===== config.mk =====
export PLATFORM = sky130hd
export DESIGN_NAME = refill_timer
export DESIGN_NICKNAME = d
export VERILOG_FILES = /design/src/rtl/refill_pkg.sv /design/src/rtl/refill_seq.sv /design/src/rtl/refill_bank.sv /design/src/rtl/refill_lanes.sv /design/src/rtl/refill_timer.sv
export SDC_FILE = /design/constraint.sdc
export NUM_CORES = 2
export LEC_CHECK = 0
export BUFFER_PORTS_ARGS = -buffer_cell sky130_fd_sc_hd__buf_2
export CAP_MARGIN = 20
export CORE_ASPECT_RATIO = 0.9
export CORE_MARGIN = 5
export CORE_UTILIZATION = 40
export CTS_CLUSTER_DIAMETER = 50
export DETAILED_ROUTE_END_ITERATION = 10
export PLACE_DENSITY = 0.6
export SYNTH_ARGS = -nofsm -noshare
export SYNTH_HDL_FRONTEND = slang
export SYNTH_SLANG_ARGS = --single-unit

===== constraint.sdc =====
create_clock -name clk -period 3.2 [get_ports clk]
set_input_delay 0.32 -clock clk [delete_from_list [all_inputs] [get_ports clk]]
set_output_delay 0.32 -clock clk [all_outputs]
set_load 0.02 [all_outputs]

===== src/rtl/refill_pkg.sv =====
package refill_pkg;

    localparam int LINE_WORDS = 4;
    localparam int LANE_IW    = 2;

    typedef enum logic [1:0] {
        ORG_NARROW = 2'd0,
        ORG_DUAL   = 2'd1,
        ORG_QUAD   = 2'd2,
        ORG_BANKED = 2'd3
    } org_e;

    typedef enum logic [1:0] {
        PH_IDLE = 2'd0,
        PH_ADDR = 2'd1,
        PH_WAIT = 2'd2,
        PH_XFER = 2'd3
    } phase_e;

    typedef struct packed {
        logic                 xfer;
        logic                 last;
        logic [LANE_IW-1:0]   beat;
        org_e                 org;
    } beat_info_t;

    function automatic logic [2:0] beats_of(org_e org);
        case (org)
            ORG_NARROW: beats_of = 3'd4;
            ORG_DUAL:   beats_of = 3'd2;
            ORG_QUAD:   beats_of = 3'd1;
            default:    beats_of = 3'd4;
        endcase
    endfunction

    function automatic logic overlapped(org_e org);
        overlapped = (org == ORG_BANKED);
    endfunction

    function automatic logic [LINE_WORDS-1:0] lane_mask(org_e org, logic [LANE_IW-1:0] beat);
        case (org)
            ORG_DUAL:   lane_mask = beat[0] ? 4'b1100 : 4'b0011;
            ORG_QUAD:   lane_mask = 4'b1111;
            default:    lane_mask = 4'b0001 << beat;
        endcase
    endfunction

endpackage


===== src/rtl/refill_seq.sv =====
module refill_seq
    import refill_pkg::*;
#(
    parameter int LINE_AW    = 4,
    parameter int ACCESS_CYC = 15
) (
    input  logic               clk,
    input  logic               rst,
    input  logic               req_valid,
    input  logic [1:0]         req_org,
    input  logic [LINE_AW-1:0] req_line,
    output logic               ready,
    output beat_info_t         info,
    output logic [LINE_AW-1:0] line_q
);
    localparam int CNT_W = (ACCESS_CYC < 2) ? 1 : $clog2(ACCESS_CYC + 1);
    localparam logic [CNT_W-1:0] WAIT_LOAD = CNT_W'(ACCESS_CYC - 1);

    phase_e             phase;
    org_e               org_q;
    logic [CNT_W-1:0]   wait_cnt;
    logic [LANE_IW-1:0] beat;
    logic               is_last;

    assign is_last = (phase == PH_XFER) &&
                     ({1'b0, beat} == (beats_of(org_q) - 3'd1));

    always_ff @(posedge clk) begin
        if (rst) begin
            phase    <= PH_IDLE;
            org_q    <= ORG_NARROW;
            line_q   <= '0;
            wait_cnt <= '0;
            beat     <= '0;
        end else begin
            case (phase)
                PH_IDLE: begin
                    if (req_valid) begin
                        org_q  <= org_e'(req_org);
                        line_q <= req_line;
                        phase  <= PH_ADDR;
                    end
                end
                PH_ADDR: begin
                    beat     <= '0;
                    wait_cnt <= WAIT_LOAD;
                    phase    <= PH_WAIT;
                end
                PH_WAIT: begin
                    if (wait_cnt == '0) begin
                        phase <= PH_XFER;
                    end else begin
                        wait_cnt <= wait_cnt - 1'b1;
                    end
                end
                PH_XFER: begin
                    if (is_last) begin
                        phase <= PH_IDLE;
                    end else begin
                        beat <= beat + 1'b1;
                        if (!overlapped(org_q)) begin
                            wait_cnt <= WAIT_LOAD;
                            phase    <= PH_WAIT;
                        end
                    end
                end
                default: phase <= PH_IDLE;
            endcase
        end
    end

    assign ready     = (phase == PH_IDLE);
    assign info.xfer = (phase == PH_XFER);
    assign info.last = is_last;
    assign info.beat = beat;
    assign info.org  = org_q;

endmodule


===== src/rtl/refill_bank.sv =====
module refill_bank #(
    parameter int WORD_W  = 32,
    parameter int LINE_AW = 4
) (
    input  logic               clk,
    input  logic               wr_en,
    input  logic [LINE_AW-1:0] wr_line,
    input  logic [WORD_W-1:0]  wr_data,
    input  logic [LINE_AW-1:0] rd_line,
    output logic [WORD_W-1:0]  rd_data
);
    localparam int DEPTH = 1 << LINE_AW;

    logic [WORD_W-1:0] cells [DEPTH];

    always_ff @(posedge clk) begin
        if (wr_en) begin
            cells[wr_line] <= wr_data;
        end
    end

    assign rd_data = cells[rd_line];

endmodule


===== src/rtl/refill_lanes.sv =====
module refill_lanes
    import refill_pkg::*;
#(
    parameter int WORD_W = 32
) (
    input  beat_info_t                   info,
    input  logic [LINE_WORDS*WORD_W-1:0] bank_words,
    output logic [LINE_WORDS-1:0]        wvalid,
    output logic [LINE_WORDS*WORD_W-1:0] data
);
    logic [LINE_WORDS-1:0] mask;

    assign mask   = info.xfer ? lane_mask(info.org, info.beat) : '0;
    assign wvalid = mask;

    for (genvar i = 0; i < LINE_WORDS; i++) begin : g_lane
        assign data[i*WORD_W +: WORD_W] =
            mask[i] ? bank_words[i*WORD_W +: WORD_W] : '0;
    end

endmodule


===== src/rtl/refill_timer.sv =====
module refill_timer
    import refill_pkg::*;
#(
    parameter int WORD_W     = 32,
    parameter int LINE_AW    = 4,
    parameter int ACCESS_CYC = 15
) (
    input  logic                         clk,
    input  logic                         rst,
    input  logic                         req_valid,
    input  logic [1:0]                   req_org,
    input  logic [LINE_AW-1:0]           req_line,
    output logic                         req_ready,
    input  logic                         fill_we,
    input  logic [LINE_AW-1:0]           fill_line,
    input  logic [1:0]                   fill_word,
    input  logic [WORD_W-1:0]            fill_data,
    output logic [LINE_WORDS-1:0]        rsp_wvalid,
    output logic [LINE_WORDS*WORD_W-1:0] rsp_data,
    output logic                         rsp_done
);
    beat_info_t                   info;
    logic [LINE_AW-1:0]           line_q;
    logic [LINE_WORDS*WORD_W-1:0] bank_words;

    refill_seq #(
        .LINE_AW   (LINE_AW),
        .ACCESS_CYC(ACCESS_CYC)
    ) u_seq (
        .clk      (clk),
        .rst      (rst),
        .req_valid(req_valid),
        .req_org  (req_org),
        .req_line (req_line),
        .ready    (req_ready),
        .info     (info),
        .line_q   (line_q)
    );

    for (genvar b = 0; b < LINE_WORDS; b++) begin : g_bank
        refill_bank #(
            .WORD_W (WORD_W),
            .LINE_AW(LINE_AW)
        ) u_bank (
            .clk    (clk),
            .wr_en  (fill_we && (fill_word == LANE_IW'(b))),
            .wr_line(fill_line),
            .wr_data(fill_data),
            .rd_line(line_q),
            .rd_data(bank_words[b*WORD_W +: WORD_W])
        );
    end

    refill_lanes #(
        .WORD_W(WORD_W)
    ) u_lanes (
        .info      (info),
        .bank_words(bank_words),
        .wvalid    (rsp_wvalid),
        .data      (rsp_data)
    );

    assign rsp_done = info.last;

endmodule


==> impl_metrics.csv <==
group,metric,value,unit
power_and_ir_drop,leakagePower,29.1,nW
placement,portBuffers,181,
routing,drt-met1-wl,85.9,mm
worst_setup_path,slowest_delay,360,ps
clocking,root_buffer,"clkbuf_16",
routing,wl_per_cell,31.2,um
sta,hold_violations,0,
worst_setup_path,reg2reg_depth,6,
hold_path,hold_depth,1,
worst_setup_path,path_buf_inv,5,
routing,wirelength,206,mm
placement,place_ws,18.4,ps
worst_setup_path,crit_required,2880,ps
worst_setup_path,cp_slowest_cell,"dfxtp_4",
clocking,cts_tree,"built",
logic_synthesis,synthArstFlopShare,0,%
routing,drcViolationCount,0,
clocking,cts_inserted_buffers,205,
logic_synthesis,ys_warn_count,0,
sta,period_share,110,%
final_layout,drive_above_1_share,35.3,%
sta,setup_viol,128,
clocking,cts_sinks,2066,
power_and_ir_drop,peakVddDrop,0.551,mV
placement,globalplace.congestion,0.760,
final_layout,final_common_cell,"edfxtp_1",
logic_synthesis,synthesis.area,78400,sq um
flow_run,cap_violations,0,
final_layout,fin_util,48.2,%
worst_setup_path,path_depth,10,
worst_setup_path,cp_data_arrival_time,3200,ps
final_layout,fillers,15683,
sta,grt_setup_unrepaired,"true",
routing,routed-wl-met3,13.4,mm
logic_synthesis,yosysSeqAreaShare,78.9,%
sta,worst_slew_pin_slew,1200,ps
floorplan,start_util,40.1,%
worst_setup_path,worstPathMaxFanout,8,
routing,highest_layer,"met4",
clocking,clkTransAtPathRegs,60,ps
floorplan,core_area,195000,sq um
sta,relSlewSlack,20.3,%
routing,drt_pass1_iterations,7,
clocking,clk-insertion-delay-late,820,ps
final_layout,layout_common_cells,"edfxtp_1 (2048), mux4_2 (512), clkbuf_16 (212)",
logic_synthesis,ys_seq_elements,2066,
logic_synthesis,synth_nets,3409,
sta,slew_violations,0,
grt,antenna_found_initial,23,
worst_setup_path,start_kind,"flop",
grt,overflow,0,
routing,viasPerCell,5.71,
status,violations,"setup timing",
sta,final.setup.worst_slack,-322,ps
floorplan,pin_count,182,
placement,place_hpwl,109,mm
logic_synthesis,synthDistinctLibCells,56,
logic_synthesis,synth_area_leaders,"edfxtp_1 (78%), mux4_2 (15%), a221o_1 (1.6%), a22o_1 (0.73%), buf_2 (0.58%)",
logic_synthesis,synth_top_cell_by_area,"edfxtp_1",
logic_synthesis,synth_edf_count,2048,
hold_path,hp-class,"input port to flop",
sta,fmax,284,MHz
logic_synthesis,ys.flop_type,"edfxtp_1",
grt,track_usage,19.8,%
floorplan,die-area,205000,sq um
grt,grt_pass1_vias,38496,
routing,antenna_left,0,
clocking,cts_max_level,4,
power_and_ir_drop,power_density,615,nW/um^2
status,status,"complete, but fails checks",
routing,drt-initial-drc-count,4070,
grt,grt_max_degree,74,
worst_setup_path,path_class,"flop to output port",
worst_setup_path,path_cells,"ha_4 > or2_4 > buf_6 > buf_8 > o2111ai_4 > buf_6 > buf_12 > o22ai_2 > a221o_1 > buf_2",
routing,via_count,37698,
logic_synthesis,avgSynthCellArea,23.4,sq um
sta,finalCriticalPeriod,3520,ps
final_layout,syn_to_final_growth,20.1,%
logic_synthesis,synth_cells,3348,
floorplan,rows,154,
final_layout,nets,3915,
worst_setup_path,crit_family,"buffers and inverters",
worst_setup_path,critPathMostFrequentCell,"buf_6",
clocking,cts_buffer_depth,3,
routing,dr_wl_met2,102,mm
grt,grt_first_pass_wirelength,291,mm
worst_setup_path,end_kind,"output port",
floorplan,dieHeight,430,um
logic_synthesis,synth_top_area_share,78.5,%
sta,fin_worst_skew,9.22,ps
floorplan,die_x,477,um
-- per-layer routing --
metal,vias up,track usage [%]
li1,15394,-
met1,20572,28.0
met2,1478,32.6
met3,254,2.98
met4,0,4.77
met5,-,0
-- area by class of cell --
| cell class | count | area (sq um) | share of cell area, % |
|---|---|---|---|
| Clock buffer | 265 | 5380 | 5.71 |
| Timing Repair Buffer | 469 | 5600 | 5.95 |
| Multi-Input combinational cell | 967 | 16500 | 17.5 |
| Sequential cell | 2066 | 61900 | 65.8 |
| Tap cell | 2574 | 3220 | 3.42 |
| Clock inverter | 112 | 1000 | 1.06 |
| Inverter | 145 | 544 | 0.578 |
| Antenna cell | 3 | 7.51 | 0.00798 |
-- registers in the layout (all words and copies together), names as in the netlist, named ones only --
signal and flops:
u_seq.org_q 2, g_bank.u_bank.cells 2048, u_seq.wait_cnt 4, u_seq.phase 2, u_seq.line_q 4, u_seq.beat 2
-- logic make-up after synthesis --
kind of cell / count (synthesis) / synth area share (%)
XOR/XNOR: 2 / 0.0223
AO/OA/AOI/OAI: 289 / 3.21
multiplexers: 512 / 14.7
AND/OR/NAND/NOR: 148 / 1.02
buffers and inverters: 318 / 1.92
adder cells (fa/ha/maj): 13 / 0.208
flip-flops: 2066 / 78.9
-- through the flow --
stage,TNS [ps],hold WS [ps],instances,total power [mW],cell area [sq um]
6_report,-25620,89.5,6601,57.9,94100
5_1_grt,-38700,62.0,6600,59.9,94100
4_1_cts,-37320,26.7,6579,58.3,93400
3_5_place_dp,0,451,6126,35.1,84500
3_3_place_gp,0,435,6122,35.0,84400
2_1_floorplan,0,419,3348,33.4,78400
-- report_power, final --
part           internal, mW  total (mW)  switching [mW]
Sequential             30.0        30.1          0.0984
Clock                  12.9        23.0            10.1
Combinational          2.16        4.85            2.69
-- cell usage after synthesis, types with 16 or more instances --
cell / n
buf_4: 16
inv_1: 86
a221o_1: 128
dfxtp_1: 18
nand2_1: 18
buf_6: 18
nor2_1: 72
clkinv_1: 58
a22o_1: 65
clkbuf_1: 47
o22ai_1: 64
mux4_2: 512
buf_2: 91
edfxtp_1: 2048
-- repair_timing --
item,CTS,global route
endpoints found under the hold margin,46,17
hold buffers,14,2
gates cloned,18,8
setup endpoints to repair,130,128
pin swaps,90,24
buffers inserted,44,11
resized for setup,337,95
-- final timing paths --
check                                from                                        to  slack [ps]
max reg2reg   u_seq.phase[1]$_SDFFE_PP0P_                                      flop         830
min                         fill_data[27]  g_bank[2].u_bank.cells[12][27]$_DFFE_PP_          90
max           u_seq.org_q[1]$_SDFFE_PP0P_                              rsp_data[38]        -320
min reg2reg  u_seq.line_q[3]$_SDFFE_PP0P_                                      flop         470
Note: power is estimated with default switching activity, not from simulation.
